### config.mk
export PLATFORM = sky130hd
export DESIGN_NAME = qr_cycle_timer
export DESIGN_NICKNAME = d
export VERILOG_FILES = /design/src/rtl/qr_pkg.sv /design/src/rtl/qr_on_timer.sv /design/src/rtl/qr_off_timer.sv /design/src/rtl/qr_period_timer.sv /design/src/rtl/qr_cycle_timer.sv
export SDC_FILE = /design/constraint.sdc
export NUM_CORES = 1
export LEC_CHECK = 0
export BUFFER_PORTS_ARGS = -buffer_cell sky130_fd_sc_hd__buf_2
export CAP_MARGIN = 20
export CORE_ASPECT_RATIO = 0.6
export CORE_MARGIN = 3
export CORE_UTILIZATION = 59
export DETAILED_ROUTE_END_ITERATION = 10
export PLACE_DENSITY = 0.8
export SLEW_MARGIN = 20
export SYNTH_ARGS = -nofsm -noshare
export SYNTH_HDL_FRONTEND = slang
export SYNTH_SLANG_ARGS = --single-unit
### constraint.sdc
create_clock -name clk -period 4.95 [get_ports clk]
set_input_delay 0.99 -clock clk [delete_from_list [all_inputs] [get_ports clk]]
set_output_delay 0.99 -clock clk [all_outputs]
set_load 0.02 [all_outputs]
### src/rtl/qr_pkg.sv
package qr_pkg;
  typedef enum logic {PH_OFF = 1'b0, PH_ON = 1'b1} phase_e;

  // converts a duration in ns to whole clock cycles (truncating)
  function automatic int ns2cyc(input int ns, input int mhz);
    return (ns * mhz) / 1000;
  endfunction
endpackage

### src/rtl/qr_on_timer.sv
module qr_on_timer #(
  parameter int LEB_CYC    = 55,
  parameter int MIN_ON_CYC = 55,
  parameter int MAX_ON_CYC = 1280,
  parameter int ON_W       = 11
) (
  input  logic clk,
  input  logic rst,
  input  logic on_phase,
  input  logic en,
  input  logic pk_trip,
  output logic off_req
);
  localparam logic [ON_W-1:0] LEB_V   = ON_W'(LEB_CYC);
  localparam logic [ON_W-1:0] MINON_V = ON_W'(MIN_ON_CYC - 1);
  localparam logic [ON_W-1:0] MAXON_V = ON_W'(MAX_ON_CYC - 1);

  logic [ON_W-1:0] on_cnt;
  logic            trip_pend;
  logic            trip_now;
  logic            armed;

  assign trip_now = on_phase && pk_trip && (on_cnt >= LEB_V);
  assign armed    = trip_pend || trip_now;
  assign off_req  = on_phase && (!en || (armed && on_cnt >= MINON_V) || on_cnt == MAXON_V);

  always_ff @(posedge clk) begin
    if (rst || !on_phase) begin
      on_cnt    <= '0;
      trip_pend <= 1'b0;
    end else begin
      if (on_cnt != MAXON_V) on_cnt <= on_cnt + 1'b1;
      trip_pend <= armed;
    end
  end


  on_cnt_cap_chk: assert property (@(posedge clk) disable iff (rst)
    on_phase |-> on_cnt <= MAXON_V);


  min_on_hold_chk: assert property (@(posedge clk) disable iff (rst)
    (on_phase && en && on_cnt < MINON_V) |-> !off_req);


  blank_ignore_chk: assert property (@(posedge clk) disable iff (rst)
    (on_phase && on_cnt < LEB_V) |=> !trip_pend);
endmodule

### src/rtl/qr_off_timer.sv
module qr_off_timer #(
  parameter int ZB_CYC = 200,
  parameter int PER_W  = 15
) (
  input  logic             clk,
  input  logic             rst,
  input  logic             off_phase,
  input  logic             zcd_low,
  output logic             zcd_hit,
  output logic             zcd_seen,
  output logic [PER_W-1:0] demag_time,
  output logic             demag_vld
);
  localparam logic [PER_W-1:0] ZB_V = PER_W'(ZB_CYC);

  logic [PER_W-1:0] off_cnt;

  assign zcd_hit = off_phase && !zcd_seen && zcd_low && (off_cnt >= ZB_V);

  always_ff @(posedge clk) begin
    if (rst) begin
      off_cnt    <= '0;
      zcd_seen   <= 1'b0;
      demag_time <= '0;
      demag_vld  <= 1'b0;
    end else begin
      demag_vld <= zcd_hit;
      if (zcd_hit) demag_time <= off_cnt;
      if (!off_phase) begin
        off_cnt  <= '0;
        zcd_seen <= 1'b0;
      end else begin
        if (off_cnt != '1) off_cnt <= off_cnt + 1'b1;
        if (zcd_hit) zcd_seen <= 1'b1;
      end
    end
  end


  demag_floor_chk: assert property (@(posedge clk) disable iff (rst)
    demag_vld |-> demag_time >= ZB_V);


  demag_pulse_chk: assert property (@(posedge clk) disable iff (rst)
    demag_vld |=> !demag_vld);
endmodule

### src/rtl/qr_period_timer.sv
module qr_period_timer #(
  parameter int MIN_PER_CYC = 500,
  parameter int MAX_PER_CYC = 16666,
  parameter int PER_W       = 15
) (
  input  logic             clk,
  input  logic             rst,
  input  logic             start,
  input  logic [PER_W-1:0] per_req,
  output logic             min_ok,
  output logic             max_hit
);
  localparam logic [PER_W-1:0] MINP_V = PER_W'(MIN_PER_CYC);
  localparam logic [PER_W-1:0] MAXP_V = PER_W'(MAX_PER_CYC);

  logic [PER_W-1:0] per_cnt;
  logic [PER_W-1:0] eff_min;

  always_comb begin
    if (per_req < MINP_V)      eff_min = MINP_V;
    else if (per_req > MAXP_V) eff_min = MAXP_V;
    else                       eff_min = per_req;
  end

  assign min_ok  = per_cnt >= (eff_min - 1'b1);
  assign max_hit = per_cnt == (MAXP_V - 1'b1);

  always_ff @(posedge clk) begin
    if (rst)                             per_cnt <= MAXP_V - 1'b1;
    else if (start)                      per_cnt <= '0;
    else if (per_cnt != MAXP_V - 1'b1)   per_cnt <= per_cnt + 1'b1;
  end


  per_cap_chk: assert property (@(posedge clk) disable iff (rst)
    per_cnt <= MAXP_V - 1'b1);


  start_floor_chk: assert property (@(posedge clk) disable iff (rst)
    start |-> per_cnt >= MINP_V - 1'b1);
endmodule

### src/rtl/qr_cycle_timer.sv
module qr_cycle_timer
  import qr_pkg::*;
#(
  parameter int CLK_MHZ      = 100,
  parameter int LEB_NS       = 550,
  parameter int MIN_ON_NS    = 550,
  parameter int MAX_ON_NS    = 12800,
  parameter int ZCD_BLANK_NS = 2000,
  parameter int MIN_PER_NS   = 5000,
  parameter int MAX_PER_NS   = 166667,
  localparam int MAX_PER_CYC = ns2cyc(MAX_PER_NS, CLK_MHZ),
  localparam int PER_W       = $clog2(MAX_PER_CYC + 1)
) (
  input  logic             clk,
  input  logic             rst,
  input  logic             en,
  input  logic             pk_trip,
  input  logic             zcd_low,
  input  logic [PER_W-1:0] per_req,
  output logic             gate,
  output logic [PER_W-1:0] demag_time,
  output logic             demag_vld
);
  localparam int LEB_CYC     = ns2cyc(LEB_NS, CLK_MHZ);
  localparam int MIN_ON_CYC  = ns2cyc(MIN_ON_NS, CLK_MHZ);
  localparam int MAX_ON_CYC  = ns2cyc(MAX_ON_NS, CLK_MHZ);
  localparam int ZB_CYC      = ns2cyc(ZCD_BLANK_NS, CLK_MHZ);
  localparam int MIN_PER_CYC = ns2cyc(MIN_PER_NS, CLK_MHZ);
  localparam int ON_W        = $clog2(MAX_ON_CYC + 1);

  phase_e phase_q;
  logic   off_req, zcd_hit, zcd_seen, min_ok, max_hit, start;

  assign start = (phase_q == PH_OFF) && en && min_ok && (zcd_seen || zcd_hit || max_hit);

  always_ff @(posedge clk) begin
    if (rst)                                phase_q <= PH_OFF;
    else if (phase_q == PH_ON && off_req)   phase_q <= PH_OFF;
    else if (start)                         phase_q <= PH_ON;
  end

  assign gate = (phase_q == PH_ON);

  qr_on_timer #(
    .LEB_CYC(LEB_CYC), .MIN_ON_CYC(MIN_ON_CYC), .MAX_ON_CYC(MAX_ON_CYC), .ON_W(ON_W)
  ) u_on (
    .clk(clk), .rst(rst), .on_phase(phase_q == PH_ON), .en(en),
    .pk_trip(pk_trip), .off_req(off_req)
  );

  qr_off_timer #(.ZB_CYC(ZB_CYC), .PER_W(PER_W)) u_off (
    .clk(clk), .rst(rst), .off_phase(phase_q == PH_OFF), .zcd_low(zcd_low),
    .zcd_hit(zcd_hit), .zcd_seen(zcd_seen), .demag_time(demag_time), .demag_vld(demag_vld)
  );

  qr_period_timer #(
    .MIN_PER_CYC(MIN_PER_CYC), .MAX_PER_CYC(MAX_PER_CYC), .PER_W(PER_W)
  ) u_per (
    .clk(clk), .rst(rst), .start(start), .per_req(per_req),
    .min_ok(min_ok), .max_hit(max_hit)
  );


  en_low_gate_chk: assert property (@(posedge clk) disable iff (rst)
    !en |=> !gate);


  gate_rise_en_chk: assert property (@(posedge clk) disable iff (rst)
    (!gate && !en) |=> !gate);


  valley_start_chk: assert property (@(posedge clk) disable iff (rst)
    (!gate && zcd_hit && min_ok && en) |=> gate);
endmodule

[After elaboration in Yosys (flattened, before gate mapping)]
Cells that the tools add are included.
Cells by class
  add/sub/neg operators: 4
  order comparisons: 6
  eq/ne operators: 5
  muxes and demuxes: 4
  bitwise gates (word level): 1
  reductions and logical operators: 24
Operator list (count)
  15-bit two-way mux: 4
  15-bit by 1-bit adder with 15-bit output (second input constant): 2
  15-bit != test (second input constant): 2
  11-bit by 6-bit >= comparator with 1-bit output (second input constant): 2
  15-bit == test (second input constant): 1
  15-bit >= comparator: 1
  15-bit by 8-bit >= comparator with 1-bit output (second input constant): 1
  15-bit greater-than comparator (second input constant): 1
  15-bit by 9-bit less-than comparator with 1-bit output (second input constant): 1
  15-bit by 1-bit subtractor with 15-bit output (second input constant): 1
  11-bit by 1-bit adder with 11-bit output (second input constant): 1
  11-bit == test (second input constant): 1
  1-bit logical AND: 11
  11-bit != test (second input constant): 1
  1-bit logical OR: 6
  2-bit OR reduction: 3
  1-bit logical NOT: 3
  2-bit nonzero test: 1
  1-bit inverter: 1
Storage, ports and cells
  flip-flop bits (word level): 60
  input port bits: 20
  word-level logic and storage cells: 53

[Longest topological paths before layout]
  depth after elaboration: 9
  gate-level depth with buffers: 19
  gate-level depth less buffers: 19

[By module]
A second synthesis with hierarchy kept.
Unflattened totals
  cell total of the unflattened synthesis: 413
  area, all modules: 3559.7 um2
By module, submodules not included
  qr_period_timer: instances 1, cells each 182, area an instance 1477.7 um2, sequential area each 300.3 um2
  qr_off_timer: instances 1, cells each 154, area an instance 1391.3 um2, sequential area each 640.6 um2
  qr_on_timer: instances 1, cells each 70, area an instance 620.6 um2, sequential area each 240.2 um2
  qr_cycle_timer: instances 1, cells each 7, area an instance 70.1 um2, sequential area each 20.0 um2

[Worst setup path after synthesis]
Ideal clock, no wire load.
  path kind: input to register
  from: input per_req[12]
  to: register u_per.per_cnt[14]
  library setup time: 0.115 ns
  arrival time: 4.535 ns
  data required time: 4.835 ns
  path slack: 0.300 ns
  cell stages on the path: 17
  cell sequence: or4_4 o41ai_4 buf_4 a21o_1 ha_1 nand3_1 nor2_1 nor4b_2 xor2_1 nand2_1 ha_1 and3_1 o21ai_1 a211o_1 a41o_1 or2_1 a31o_1
On the way
  cells in the longest elaborated chain, start to end: 8
  elaborated cells on any way between the ends: 10
  classes of those cells: 1 x add/sub; 3 x order compare; 3 x mux; 3 x reduce/logical
Ends and longest elaborated chain
  from (decl): RTL line qr_cycle_timer.sv:19  | input logic [PER_W-1:0] per_req,
  15-bit greater-than comparator: RTL line qr_period_timer.sv:21  | else if (per_req > MAXP_V) eff_min = MAXP_V;
  15-bit two-way mux: RTL line qr_period_timer.sv:21
  15-bit two-way mux *: RTL line qr_period_timer.sv:20  | if (per_req < MINP_V) eff_min = MINP_V;
  15-bit by 1-bit subtractor with 15-bit output *: RTL line qr_period_timer.sv:25  | assign min_ok = per_cnt >= (eff_min - 1'b1);
  15-bit >= comparator *: RTL line qr_period_timer.sv:25
  1-bit logical AND * (2 in a row): RTL line qr_cycle_timer.sv:34  | assign start = (phase_q == PH_OFF) && en && min_ok && (zcd_seen || zcd_hit || max_hit);
  15-bit two-way mux or 2-bit nonzero test (tied branches)
  to (signal assigned): RTL line qr_period_timer.sv:29  | if (rst) per_cnt <= MAXP_V - 1'b1;
  to (signal assigned): RTL line qr_period_timer.sv:31  | else if (per_cnt != MAXP_V - 1'b1) per_cnt <= per_cnt + 1'b1;
  to (decl): RTL line qr_period_timer.sv:16  | logic [PER_W-1:0] per_cnt;
Every way passes the cells marked *; elsewhere a longest branch is shown, timed or not.
A chain may end at the register's enable or synchronous reset.

[Final worst setup path]
Ends and elaborated chain as after synthesis.

==> impl_metrics.tcl <==
set metrics [dict create \
    start_util_pct 63.9 \
    cp-start-kind "input port" \
    p_per_area_nw_per_um2 328 \
    cts_tree "yes" \
    post-synth-top-area-cell "dfxtp_1" \
    setup_viol 0 \
    fin_crit_ns 4.65 \
    critPathRequiredTime_ns 5.18 \
    hold_viol_final 0 \
    cap_viol_max_count 0 \
    vias 3083 \
    drtIter0Drc 294 \
    yosysSeqAreaShare_pct 35.4 \
    crit_arrival_ns 4.88 \
    syn_nets 433 \
    htreeDepth 3 \
    io_buffer_count 36 \
    drc 0 \
    ys_async_sr_fraction_pct 0 \
    synthCells 391 \
    use_met1_pct 36.2 \
    drive_gt1_share_pct 16.6 \
    p_leak_nw 1.59 \
    fin_crit_sh_pct 93.9 \
    cp-end-kind "register" \
    viasPerCell 5.91 \
    use_met2_pct 40.4 \
    cts.path.max_buffers 2 \
    die_w_um 104 \
    avgSynthCellArea_um2 8.67 \
    nFillCells 402 \
    yosysTopAreaCellShare_pct 35.4 \
    whs_path_depth 2 \
    place.gp.congestion 0.981 \
    rsz0062_at_grt "no" \
    cts.clk_slew.worst_paths_ns 0.07 \
    cts_buffers 9 \
    first_pass_iters 5 \
    diodes 0 \
    clk_latency_ns 0.34 \
    die-height_um 64.7 \
    max_clock_freq_ghz 0.215 \
    synth_cell_types 52 \
    grt_pass1_vias 3004 \
    cts_sinks 60 \
    grtUsageTotal_pct 26.6 \
    synth_area_um2 3390 \
    rows 20 \
    synth_edf_count 0 \
    crit_type "input port to register" \
    synth_seq_cells 60 \
    drv_slew 0 \
    synth_area_leaders "dfxtp_1 (35%), ha_1 (8.1%), nor2_1 (7.5%), xor2_1 (6.7%), mux2i_1 (4.7%)" \
    routedWlPerCell_um 16.1 \
    nNetsFinal 482 \
    placed_cells 506 \
    grt_max_degree 26 \
    final_cells 522 \
    use_met3_pct 7.96 \
    antenna_found_initial 0 \
    synth_commonest_cells "nor2_1 (68), dfxtp_1 (60), xor2_1 (26), nand2_1 (23), ha_1 (22)" \
    crit_fanout 5 \
    clock-root-buffer "clkbuf_8" \
    grt_busiest_layer "met2" \
    finalClockSkew_ns 0.00809 \
    whs_ns 0.468 \
    finalWirelength_mm 8.43 \
    core_um2 5310 \
    finalWorstSetupSlack_ns 0.301 \
    ir_worst_vdd_uv 219 \
    maxSlewHeadroom_pct 36.3 \
    syn2layout_area_growth_pct 15.7 \
    grt_overflow 0 \
    reg2reg_depth 8 \
    outcome "finished, final reports clean" \
    grt_pass1_wl_mm 14.3 \
    min_path_type "register to register" \
    preCtsSetupSlack_ns -0.101 \
    post_cts_buffers 0 \
    drtAntennaViolNets 0 \
    yosysMostFrequentCell "nor2_1" \
    die_area_um2 6720 \
    synth_ff_type "dfxtp_1" \
    io_pins 37 \
    hpwlAfterDp_mm 6.21 \
    tightest_slew_ns 0.953 \
    ys_warn_count 0 \
]
==> layout by cell type (no fill, tap or decap), types with 3 or more instances in the layout <==
cell type | netlist | layout
ha_1 | 22 | 22
clkbuf_8 | 0 | 10
nor2_1 | 68 | 68
a21oi_1 | 15 | 15
nand3_1 | 16 | 16
inv_1 | 9 | 9
buf_4 | 2 | 12
o21ai_0 | 7 | 7
nand4_1 | 16 | 16
and3_1 | 12 | 12
xnor2_1 | 15 | 15
nand2_1 | 23 | 23
nand2b_1 | 4 | 4
buf_2 | 0 | 36
nor2b_1 | 3 | 3
a31oi_1 | 3 | 3
and2_1 | 5 | 5
nor4b_1 | 4 | 4
a21o_1 | 7 | 7
nor3_1 | 9 | 9
xor2_1 | 26 | 26
mux2i_1 | 16 | 16
dfxtp_1 | 60 | 60
or2_2 | 3 | 3
a211oi_1 | 3 | 3
o21ai_1 | 4 | 4
==> registers in the layout, summed over array words and instances (netlist names) <==
register          count
gate                  1
u_off.demag_time     15
u_off.demag_vld       1
u_off.off_cnt        15
u_off.zcd_seen        1
u_on.on_cnt          11
u_on.trip_pend        1
u_per.per_cnt        15
==> worst paths after layout <==
kind	start	slack, ns	endpoint
setup / recovery	per_req[12]	0.30	u_per.per_cnt[14]$_SDFFE_PP1P_
hold / removal	u_on.trip_pend$_SDFF_PP0_	0.47	u_on.trip_pend$_SDFF_PP0_
setup reg to reg	u_per.per_cnt[2]$_SDFFE_PP0N_	2.67	u_per.per_cnt[14]$_SDFFE_PP1P_
hold reg to reg	u_on.trip_pend$_SDFF_PP0_	0.47	u_on.trip_pend$_SDFF_PP0_
==> critical path, stage by stage <==
cell,delay [ns]
buf_2,0.11
or4_4,0.60
nor3_4,0.15
o31a_1,0.26
nor2b_1,0.09
nand2_1,0.09
ha_1,0.16
nand3_1,0.13
nor2_1,0.15
nor4b_2,0.29
xor2_1,0.18
nand2_1,0.07
ha_1,0.26
and3_1,0.18
o21ai_1,0.09
a211o_1,0.30
a41o_1,0.27
or2_1,0.30
a31o_1,0.20
==> power breakdown <==
| group | total (mW) | internal (mW) | switching, mW |
|---|---|---|---|
| Clock | 0.481 | 0.297 | 0.184 |
| Sequential | 0.548 | 0.508 | 0.0398 |
| Combinational | 0.257 | 0.109 | 0.148 |
| Total | 1.29 | 0.914 | 0.372 |
==> stage by stage <==
stage | TNS [ns] | power, mW | area, um^2 | utilization [%]
after floorplan | 0 | 0.721 | 3390 | -
after global placement | 0 | 0.786 | 3700 | 69.7
after detailed placement | -0.683 | 0.804 | 3700 | 69.7
after CTS | 0 | 1.28 | 3910 | 73.8
after global routing | 0 | 1.34 | 3920 | 73.9
final | 0 | 1.29 | 3920 | 73.9
==> kinds of logic (layout without fill, tap and decap cells) <==
group	Yosys count	after routing	synth area share (%)
simple gates	179	179	27.2
flops	60	60	35.4
compound gates	53	53	10.9
xor+xnor	41	41	10.6
fa+ha+maj	22	22	8.12
buf+inv	19	73	2.77
mux	17	17	5.06
==> per-layer routing <==
metal | part of all wire [%] | vias to the layer above
li1 | - | 1488
met1 | 49 | 1459
met2 | 43 | 120
met3 | 7.3 | 16
met4 | 1.4 | 0
met5 | 0 | -
==> final cells by class <==
| type | instances | area, um^2 | area share (%) |
|---|---|---|---|
| inverters | 9 | 33.8 | 0.862 |
| flip-flops and latches | 60 | 1200 | 30.6 |
| well taps | 77 | 96.3 | 2.46 |
| clock buffers | 12 | 145 | 3.70 |
| repair buffers | 48 | 270 | 6.89 |
| multi-input cells | 312 | 2100 | 53.6 |
| clock inverters | 4 | 72.6 | 1.85 |
==> repair_timing <==
| item | CTS | global route |
|---|---|---|
| hold buffers | 0 | 0 |
| gates resized for setup | 0 | 1 |
| setup endpoints to repair | 0 | 5 |
Power figures use the tool's default switching activity.
